### src/rtl/bus_seq_pkg.sv
package bus_seq_pkg;
  localparam int TS_W   = 3;
  localparam int KIND_W = 2;

  typedef enum logic [TS_W-1:0] {
    TS_IDLE = 3'd0,
    TS_T1   = 3'd1,
    TS_T2   = 3'd2,
    TS_T3   = 3'd3,
    TS_TW   = 3'd4,
    TS_T4   = 3'd5,
    TS_HOLD = 3'd6
  } tstate_e;

  localparam logic [KIND_W-1:0] K_READ  = 2'd0;
  localparam logic [KIND_W-1:0] K_WRITE = 2'd1;
  localparam logic [KIND_W-1:0] K_INTA  = 2'd2;

  // states in which command strobes are driven
  function automatic logic f_strobe_win(tstate_e s);
    return (s == TS_T2) || (s == TS_T3) || (s == TS_TW);
  endfunction

  function automatic logic f_is_write(logic [KIND_W-1:0] k);
    return k == K_WRITE;
  endfunction

  function automatic logic f_is_inta(logic [KIND_W-1:0] k);
    return k == K_INTA;
  endfunction

  // memory select: acknowledge cycles always address I/O space
  function automatic logic f_mio(logic [KIND_W-1:0] k, logic mem);
    return f_is_inta(k) ? 1'b0 : mem;
  endfunction

  function automatic logic f_dtr(logic [KIND_W-1:0] k);
    return f_is_write(k);
  endfunction
endpackage

### src/rtl/bus_seq_fsm.sv
module bus_seq_fsm
  import bus_seq_pkg::*;
(
  input  logic              clk,
  input  logic              rst_n,
  input  logic              req_valid,
  input  logic [KIND_W-1:0] req_kind,
  input  logic              req_mem,
  input  logic              ready,
  input  logic              hold_req,
  output tstate_e           state_o,
  output logic              accept_o,
  output logic [KIND_W-1:0] cur_kind_o,
  output logic              cur_mem_o
);
  tstate_e           st_q, st_d;
  logic              pend_q, pend_d;
  logic [KIND_W-1:0] kind_q;
  logic              mem_q;

  // named events for the checks below
  logic in_data_phase;
  logic end_wait;
  logic take_idle;
  logic take_queued;

  assign in_data_phase = (st_q == TS_T3) || (st_q == TS_TW);
  assign end_wait      = in_data_phase && ready;
  assign take_idle     = req_valid && !hold_req && (st_q == TS_IDLE);
  assign take_queued   = req_valid && !hold_req && end_wait;
  assign accept_o      = take_idle || take_queued;

  always_comb begin
    st_d   = st_q;
    pend_d = pend_q;
    case (st_q)
      TS_IDLE: begin
        if (hold_req)       st_d = TS_HOLD;
        else if (req_valid) st_d = TS_T1;
      end
      TS_T1: st_d = TS_T2;
      TS_T2: st_d = TS_T3;
      TS_T3, TS_TW: begin
        if (ready) begin
          st_d = TS_T4;
          if (take_queued) pend_d = 1'b1;
        end else begin
          st_d = TS_TW;
        end
      end
      TS_T4: begin
        pend_d = 1'b0;
        if (pend_q)        st_d = TS_T1;
        else if (hold_req) st_d = TS_HOLD;
        else               st_d = TS_IDLE;
      end
      TS_HOLD: if (!hold_req) st_d = TS_IDLE;
      default: st_d = TS_IDLE;
    endcase
  end

  always_ff @(posedge clk or negedge rst_n) begin
    if (!rst_n) begin
      st_q   <= TS_IDLE;
      pend_q <= 1'b0;
      kind_q <= K_READ;
      mem_q  <= 1'b0;
    end else begin
      st_q   <= st_d;
      pend_q <= pend_d;
      if (accept_o) begin
        kind_q <= req_kind;
        mem_q  <= req_mem;
      end
    end
  end

  assign state_o    = st_q;
  assign cur_kind_o = kind_q;
  assign cur_mem_o  = mem_q;

  assert_t1_then_t2_R1: assert property (@(posedge clk) disable iff (!rst_n)
    (st_q == TS_T1) |=> (st_q == TS_T2));
  assert_t2_then_t3_R1: assert property (@(posedge clk) disable iff (!rst_n)
    (st_q == TS_T2) |=> (st_q == TS_T3));
  assert_wait_on_low_R2: assert property (@(posedge clk) disable iff (!rst_n)
    (in_data_phase && !ready) |=> (st_q == TS_TW));
  assert_end_on_ready_R2: assert property (@(posedge clk) disable iff (!rst_n)
    end_wait |=> (st_q == TS_T4));
  assert_hold_entry_R8: assert property (@(posedge clk) disable iff (!rst_n)
    (st_q == TS_HOLD) |-> ($past(st_q) == TS_IDLE || $past(st_q) == TS_T4 ||
                           $past(st_q) == TS_HOLD));
  assert_queued_start_R9: assert property (@(posedge clk) disable iff (!rst_n)
    take_queued |=> ##1 (st_q == TS_T1));
endmodule

### src/rtl/bus_seq_strobe.sv
module bus_seq_strobe
  import bus_seq_pkg::*;
(
  input  logic              clk,
  input  logic              rst_n,
  input  tstate_e           state,
  input  logic [KIND_W-1:0] cur_kind,
  output logic              ale_o,
  output logic              wr_n_o,
  output logic              inta_n_o,
  output logic              den_n_o
);
  logic ale_f_q;  // set at the falling edge inside T1
  logic den_f_q;  // set at falling edges inside T2/T3/Tw
  logic win;
  logic wr_act, inta_act, den_act;

  always_ff @(negedge clk or negedge rst_n) begin
    if (!rst_n) begin
      ale_f_q <= 1'b0;
      den_f_q <= 1'b0;
    end else begin
      ale_f_q <= (state == TS_T1);
      den_f_q <= f_strobe_win(state);
    end
  end

  assign win      = f_strobe_win(state);
  assign wr_act   = win && f_is_write(cur_kind);
  assign inta_act = win && f_is_inta(cur_kind);
  // writes open the enable at the T2 rising edge, all kinds close it mid-T4
  assign den_act  = den_f_q || wr_act;

  assign ale_o    = ale_f_q && (state == TS_T1);
  assign wr_n_o   = !wr_act;
  assign inta_n_o = !inta_act;
  assign den_n_o  = !den_act;

  assert_ale_late_half_R3: assert property (@(posedge clk) disable iff (!rst_n)
    (state == TS_T1) |-> ale_f_q);
  assert_strobe_excl_R4: assert property (@(posedge clk) disable iff (!rst_n)
    $onehot0({!wr_n_o, !inta_n_o}));
  assert_den_covers_t2_R5: assert property (@(posedge clk) disable iff (!rst_n)
    (state == TS_T2) |-> !den_n_o);
  assert_den_off_idle_R5: assert property (@(posedge clk) disable iff (!rst_n)
    (state == TS_T1 || state == TS_IDLE || state == TS_HOLD) |-> den_n_o);
endmodule

### src/rtl/bus_seq_status.sv
module bus_seq_status
  import bus_seq_pkg::*;
(
  input  logic              clk,
  input  logic              rst_n,
  input  tstate_e           state,
  input  logic [KIND_W-1:0] cur_kind,
  input  logic              cur_mem,
  output logic              mio_o,
  output logic              dtr_o,
  output logic              float_o
);
  assign float_o = (state == TS_HOLD);
  // released lines are pulled up: they read as one while floating
  assign mio_o   = float_o ? 1'b1 : f_mio(cur_kind, cur_mem);
  assign dtr_o   = float_o ? 1'b1 : f_dtr(cur_kind);

  assert_status_steady_R6: assert property (@(posedge clk) disable iff (!rst_n)
    (state == TS_T1 || state == TS_T2) |=> ($stable(mio_o) && $stable(dtr_o)));
endmodule

### src/rtl/bus_strobe_seq.sv
module bus_strobe_seq
  import bus_seq_pkg::*;
(
  input  logic              clk,
  input  logic              rst_n,
  input  logic              req_valid,
  input  logic [KIND_W-1:0] req_kind,
  input  logic              req_mem,
  input  logic              ready,
  input  logic              hold_req,
  output logic              req_taken,
  output logic              hold_ack,
  output logic [TS_W-1:0]   tstate,
  output logic              ale,
  output logic              wr_n,
  output logic              wr_oe,
  output logic              inta_n,
  output logic              den_n,
  output logic              den_oe,
  output logic              mio,
  output logic              mio_oe,
  output logic              dtr,
  output logic              dtr_oe
);
  tstate_e           state;
  logic [KIND_W-1:0] cur_kind;
  logic              cur_mem;
  logic              floating;

  bus_seq_fsm u_fsm (
    .clk(clk), .rst_n(rst_n), .req_valid(req_valid), .req_kind(req_kind),
    .req_mem(req_mem), .ready(ready), .hold_req(hold_req),
    .state_o(state), .accept_o(req_taken),
    .cur_kind_o(cur_kind), .cur_mem_o(cur_mem)
  );

  bus_seq_strobe u_strobe (
    .clk(clk), .rst_n(rst_n), .state(state), .cur_kind(cur_kind),
    .ale_o(ale), .wr_n_o(wr_n), .inta_n_o(inta_n), .den_n_o(den_n)
  );

  bus_seq_status u_status (
    .clk(clk), .rst_n(rst_n), .state(state), .cur_kind(cur_kind),
    .cur_mem(cur_mem), .mio_o(mio), .dtr_o(dtr), .float_o(floating)
  );

  assign tstate   = state;
  assign hold_ack = floating;
  assign wr_oe    = !floating;
  assign den_oe   = !floating;
  assign mio_oe   = !floating;
  assign dtr_oe   = !floating;

  assert_float_high_R7: assert property (@(posedge clk) disable iff (!rst_n)
    hold_ack |-> (wr_n && den_n && mio && dtr && !ale && inta_n));
  assert_hold_quiet_R7: assert property (@(posedge clk) disable iff (!rst_n)
    (hold_ack && $past(hold_ack)) |-> ($stable(ale) && $stable(inta_n) &&
                                       $stable(wr_n) && $stable(den_n)));
  assert_no_take_in_hold_R8: assert property (@(posedge clk) disable iff (!rst_n)
    hold_ack |-> !req_taken);
endmodule

### config.mk
export PLATFORM = sky130hd
export DESIGN_NAME = bus_strobe_seq
export DESIGN_NICKNAME = d
export VERILOG_FILES = /design/src/rtl/bus_seq_pkg.sv /design/src/rtl/bus_seq_fsm.sv /design/src/rtl/bus_seq_strobe.sv /design/src/rtl/bus_seq_status.sv /design/src/rtl/bus_strobe_seq.sv
export SDC_FILE = /design/constraint.sdc
export NUM_CORES = 1
export LEC_CHECK = 0
export BUFFER_PORTS_ARGS = -buffer_cell sky130_fd_sc_hd__buf_2
export CAP_MARGIN = 30
export CORE_MARGIN = 2
export CORE_UTILIZATION = 40
export DETAILED_ROUTE_END_ITERATION = 8
export PLACE_DENSITY = 0.76
export REMOVE_ABC_BUFFERS = 1
export SKIP_LAST_GASP = 1
export SLEW_MARGIN = 20
export SYNTH_ARGS = -nofsm -noshare
export SYNTH_HDL_FRONTEND = slang
export SYNTH_HIERARCHICAL = 1
export SYNTH_SLANG_ARGS = --single-unit
export TNS_END_PERCENT = 20
### constraint.sdc
create_clock -name clk -period 1.5 [get_ports clk]
set_input_delay 0.15 -clock clk [delete_from_list [all_inputs] [get_ports clk]]
set_output_delay 0.15 -clock clk [all_outputs]
set_load 0.02 [all_outputs]
==> metrics.yaml, run 1 <==
wl_per_cell_um: 13.17
clkSlewWorstSetupHoldPaths_ns: 0.06
drtAntennaViolNets: 0
fin_skew_ns: 0.01478
wirelength_um: 1541
core_sq_um: 1506
nets: 110
die-area_sq_um: 1927
final-seq-area_sq_um: 226.5
dp_slack_ns: -0.1758
areaGrowthSynthToFinish_pct: 49.71
status: "finished, violations left"
via_per_inst: 5.188
insertion_delay_ns: 0.27
path_depth: 2
grt_pass1_wl_um: 2366
synth_cells: 61
end_kind: "output pin"
crit_slowest_cell: "dfrtn_1"
grt_max_degree: 11
vias: 607
n_fill_cell: 125
synthArstFlopShare: 1.000
antenna_found_initial: 0
place_congestion: 0.7597
drv_slew: 0
critPathBufInv: 1
violations: "negative setup slack"
placed_area_sq_um: 823.3
synth_edf_count: 0
finalSetupViolCount: 12
yosysTopAreaCell: "dfrtp_1"
cts_tree: "built"
synth_top_area_share: 0.2750
fin_area_sq_um: 953.4
start_util: 0.4228
grt_use_total: 0.1641
fin_ws_ns: -0.3483
synthTopCellsByArea: "dfrtp_1, dfrtn_1, mux2_4"
crit_chain: "a221oi_2 > buf_4"
yosysSeqAreaShare: 0.3536
fin_util: 0.6329
clock-root-buffer: "clkbuf_4"
clock_path_buffers: 2
syn_avg_cell_area_sq_um: 10.44
relSlewSlack: 0.8347
yosys.cell_types.count: 33
drt_pass1_iterations: 4
arrival_ns: 1.70
drc: 0
start_kind: "register"
ir_worst_vdd_uv: 1007
cts_buffers: 3
maxCapViolCount: 0
clock_sinks: 9
portBuffers: 22
yosysMostFrequentCell: "dfrtp_1"
rrSetupSlack_ns: -0.18
fin_hold_ws_ns: 0.1229
drive_above_1_share: 0.5941
slowest_delay_ns: 0.34
antenna_cells: 0
hold_depth: 2
path_class: "reg2out"
drt-initial-drc-count: 10
ys.flop_type: "dfrtp_1"
pin_count: 23
grt.overflow.total: 0
powerDensity_nw_per_um2: 2420
crit_fanout: 1
multi_input_area_sq_um: 367.9
dp_hpwl_um: 1046
cp_top_family: "flip-flops"
yosys_warnings: 6
dieWidth_um: 43.90
worstPathRequired_ns: 1.35
fin_cells: 117
min_path_type: "in2reg"
dp_cells: 107
power_leakage_nw: 0.4743
finalHoldViolations: 0
synth_common_cells: "dfrtp_1, inv_1, o21ai_1"
grt_setup_unrepaired: "true"
die_h_um: 43.90
htree_levels: 1
worst_slew_pin_slew_ns: 0.2444
grt_pass1_vias: 554
power_mw: 2.307
r2r_cells: 2
synth_seq_cells: 9
netlist_area_sq_um: 636.9
setup_tns_ns: -1.233
rows: 14
==> final cells by class <==
cell class	count	area share
clock buffers	4	0.02756
inverters	7	0.03281
multi-input cells	41	0.3858
flip-flops and latches	9	0.2375
well taps	16	0.02100
repair buffers	40	0.2953
==> registers in the layout (all words and copies together) (netlist names) <==
register and count:
u_fsm/cur_kind_o 2, u_fsm/cur_mem_o 1, u_fsm/pend_q 1, u_fsm/state_o 3, u_strobe/ale_f_q 1, u_strobe/den_f_q 1
==> logic make-up (layout without fill, tap and decap cells) <==
family,after synthesis,in the layout,share of synthesized area
AO/OA/AOI/OAI,18,18,0.2063
AND/OR/NAND/NOR,19,19,0.2594
buffers and inverters,11,51,0.09431
flip-flops,9,9,0.3536
multiplexers,4,4,0.08644
==> worst register-to-register path: stages (launching register included) <==
cell	delay [ns]
dfrtp_2	0.45
nor2b_4	0.14
or2_1	0.20
==> per-layer routing <==
metal,vias up,part of all wire,global-route usage
met4,0,0.036,0.1091
li1,291,-,-
met2,34,0.51,0.2500
met1,274,0.40,0.2179
met5,-,0,0
met3,8,0.056,0.01667
==> worst paths after layout <==
path / startpoint / endpoint
worst max-delay path: u_strobe/den_f_q / den_n
worst min-delay path: req_kind[0] / u_fsm/cur_kind_o[0]
worst max register to register: u_fsm/state_o[1] / u_strobe/den_f_q
worst min register to register: u_fsm/cur_mem_o / u_fsm/cur_mem_o
max in group asynchronous: rst_n / u_strobe/ale_f_q
min in group asynchronous: rst_n / u_fsm/cur_kind_o[0]
==> power breakdown <==
part	internal, mW	switching [mW]
registers	0.364	0.119
logic	0.810	0.828
clock network	0.102	0.0838
total	1.28	1.03
==> cell usage in the layout (no fill, tap or decap), types with 3 or more instances in the layout <==
master / instances
buf_2: 19
o21ai_0: 3
inv_1: 5
o21ai_1: 4
buf_4: 15
mux2_4: 3
clkbuf_4: 3
dfrtp_1: 6
buf_6: 3
nor2b_1: 3
==> repair_timing <==
action                     in CTS  in global routing
resized for setup               1                 15
setup endpoints to repair       8                 17
setup buffers                   0                  5
pin swaps                       0                  2
hold buffers                    1                  0
hold endpoints to repair        7                  0
Note: power is estimated with default switching activity, not from simulation.
==> run 2: changes to the inputs <==
Settings changed: PLACE_DENSITY 0.76 to 0.69.
==> run 2 against run 1 <==
The run still ends with negative setup slack left. Cell count fell by 4.3%. Critical path type unchanged. Sequential power barely moved. Via count fell by 9.6%. Register-to-register slack got worse by 0.02 ns. Setup slack improved by 0.0030 ns. Critical endpoint unchanged. Critical path depth did not move. Core utilization fell by 4.2 points. Routed wire length fell by 16%. Sequential share of layout area rose by 1.7 points. Clock skew fell by 0.0029 ns. Sequential cell count did not move. Global-route usage fell by 1.5 points.
==> metrics.yaml, run 2 (synthesis results as in run 1) <==
rows: 14  # unchanged
insertion_delay_ns: 0.27  # about the same
ir_worst_vdd_uv: 1006  # -0.17%
wirelength_um: 1294  # -16%
layout_commonest_cell: "buf_2"
core_sq_um: 1506  # unchanged
min_path_type: "in2reg"
placed_area_sq_um: 800.8  # -2.7%
fin_area_sq_um: 889.6  # -6.7%
worst_slew_pin_slew_ns: 0.2625  # +0.01804 ns
drive_above_1_share: 0.5729  # -0.02114
largest_register_ffs: 3  # unchanged
dieWidth_um: 43.90  # unchanged
antenna_found_initial: 0  # unchanged
portBuffers: 22  # unchanged
start_util: 0.4228  # unchanged
wl_per_cell_um: 11.55  # -12%
dp_cells: 104  # -2.8%
dp_slack_ns: -0.1895  # -0.01370 ns
grt_setup_unrepaired: "true"
nets: 105  # -4.5%
cts_tree: "built"
drtAntennaViolNets: 0  # unchanged
place_congestion: 0.6788  # -11%
switchingPower_mw: 0.9409  # -8.7%
use_met2: 0.2471  # -0.002941
grt_pass1_vias: 496  # -10%
grt_pass1_wl_um: 2076  # -12%
clkPwrFrac: 0.091  # +0.010
grt_max_degree: 11  # unchanged
powerDensity_nw_per_um2: 2361  # -2.5%
power_leakage_nw: 0.4467  # -5.8%
drt-initial-drc-count: 14  # +4
crit_fanout: 1  # unchanged
finalHoldViolations: 0  # unchanged
layout_common_cells: "buf_2, buf_4, dfrtp_1, inv_1, buf_6"
arrival_ns: 1.70  # about the same
grt_use_total: 0.1496  # -0.01453
violations: "negative setup slack"
maxCapViolCount: 0  # unchanged
p_int_mw: 1.159  # -9.2%
drt_pass1_iterations: 4  # unchanged
worstPathRequired_ns: 1.35  # about the same
busiest_layer: "met2"
via_per_inst: 4.902  # -5.5%
pwr-share-comb: 0.679  # -0.031
dp_hpwl_um: 977.6  # -6.5%
grt_util_met3: 0.03750  # +0.02083
die-area_sq_um: 1927  # unchanged
finalSetupViolCount: 7  # -5
path_class: "reg2out"
cts_buffers: 3  # unchanged
n_fill_cell: 137  # +9.6%
end_kind: "output pin"
setup_tns_ns: -0.9186  # +0.3143 ns
relSlewSlack: 0.8225  # -0.01220
die_h_um: 43.90  # unchanged
power_frac_seq: 0.230  # +0.021
fin_ws_ns: -0.3452  # +0.003042 ns
fin_cells: 112  # -4.3%
drc: 0  # unchanged
areaGrowthSynthToFinish_pct: 39.69
clock_path_buffers: 2  # unchanged
drv_slew: 0  # unchanged
htree_levels: 1  # unchanged
met1_usage: 0.1795  # -0.03846
clkSlewWorstSetupHoldPaths_ns: 0.06  # about the same
pin_count: 23  # unchanged
status: "finished, violations left"
clock-root-buffer: "clkbuf_4"
start_kind: "register"
grt.overflow.total: 0  # unchanged
switching_share: 0.4480  # +0.001271
fin_skew_ns: 0.01187  # -0.002911 ns
fin_util: 0.5905  # -0.04236
antenna_cells: 0  # unchanged
vias: 549  # -9.6%
clock_sinks: 9  # unchanged
-- run 2: changes by cell type in the layout (fill, tap and decap cells not counted), sizes merged --
cell,change
buf,-5
-- run 2: routing by layer --
metal  wire length [um]  vias up
li1                   -      281
met3                 36        0
met1                566      258
met2                691       10
met4                  0        0
met5                  0        -
-- run 2: repair_timing --
item	in CTS	in global routing
gates resized for setup	1	9
hold buffers	1	0
endpoints found under the hold margin	7	0
setup endpoints to repair	5	16
gates cloned	0	0
setup buffers	0	3
pin swaps	0	1
-- run 2: worst paths after layout --
path | start | depth (start not counted) | slack (ns) | to
min in group asynchronous | rst_n | 2 | 0.26 | u_fsm/cur_kind_o[1]
setup / recovery | u_strobe/den_f_q | 2 | -0.35 | den_n
setup reg to reg | u_fsm/state_o[2] | 2 | -0.20 | u_strobe/den_f_q
hold reg to reg | u_fsm/cur_mem_o | 1 | 0.52 | u_fsm/cur_mem_o
hold / removal | req_kind[1] | 2 | 0.11 | u_fsm/cur_kind_o[1]
max in group asynchronous | rst_n | 2 | 0.39 | u_strobe/ale_f_q
-- run 2: critical path, stage by stage, from the launching register on --
cell and delay, ns:
dfrtn_1 0.34, a221oi_2 0.16, buf_4 0.17
-- run 2: power groups by stage --
stage	clock [mW]	sequential, mW	combinational (mW)
after global routing	0.212	0.502	1.55
after detailed placement	0	0.476	1.35
final	0.192	0.482	1.43
after CTS	0.201	0.472	1.37
after global placement	0	0.468	1.33
after floorplan	0	0.610	0.743
-- run 2: layout make-up --
type / instances / area (sq um) / share of cell area
clock buffer: 4 / 26.28 / 0.02954
tap: 16 / 20.02 / 0.02250
timing repair buffer: 35 / 236.5 / 0.2658
inverter: 7 / 26.28 / 0.02954
multi-input combinational: 41 / 354.1 / 0.3980
sequential: 9 / 226.5 / 0.2546
-- run 2: through the flow --
step,hold WS [ns],total power [mW]
2_1_floorplan,-0.1456,1.353
3_3_place_gp,0.01721,1.801
3_5_place_dp,0.01822,1.826
4_1_cts,0.1009,2.041
5_1_grt,0.1030,2.259
6_report,0.1127,2.100
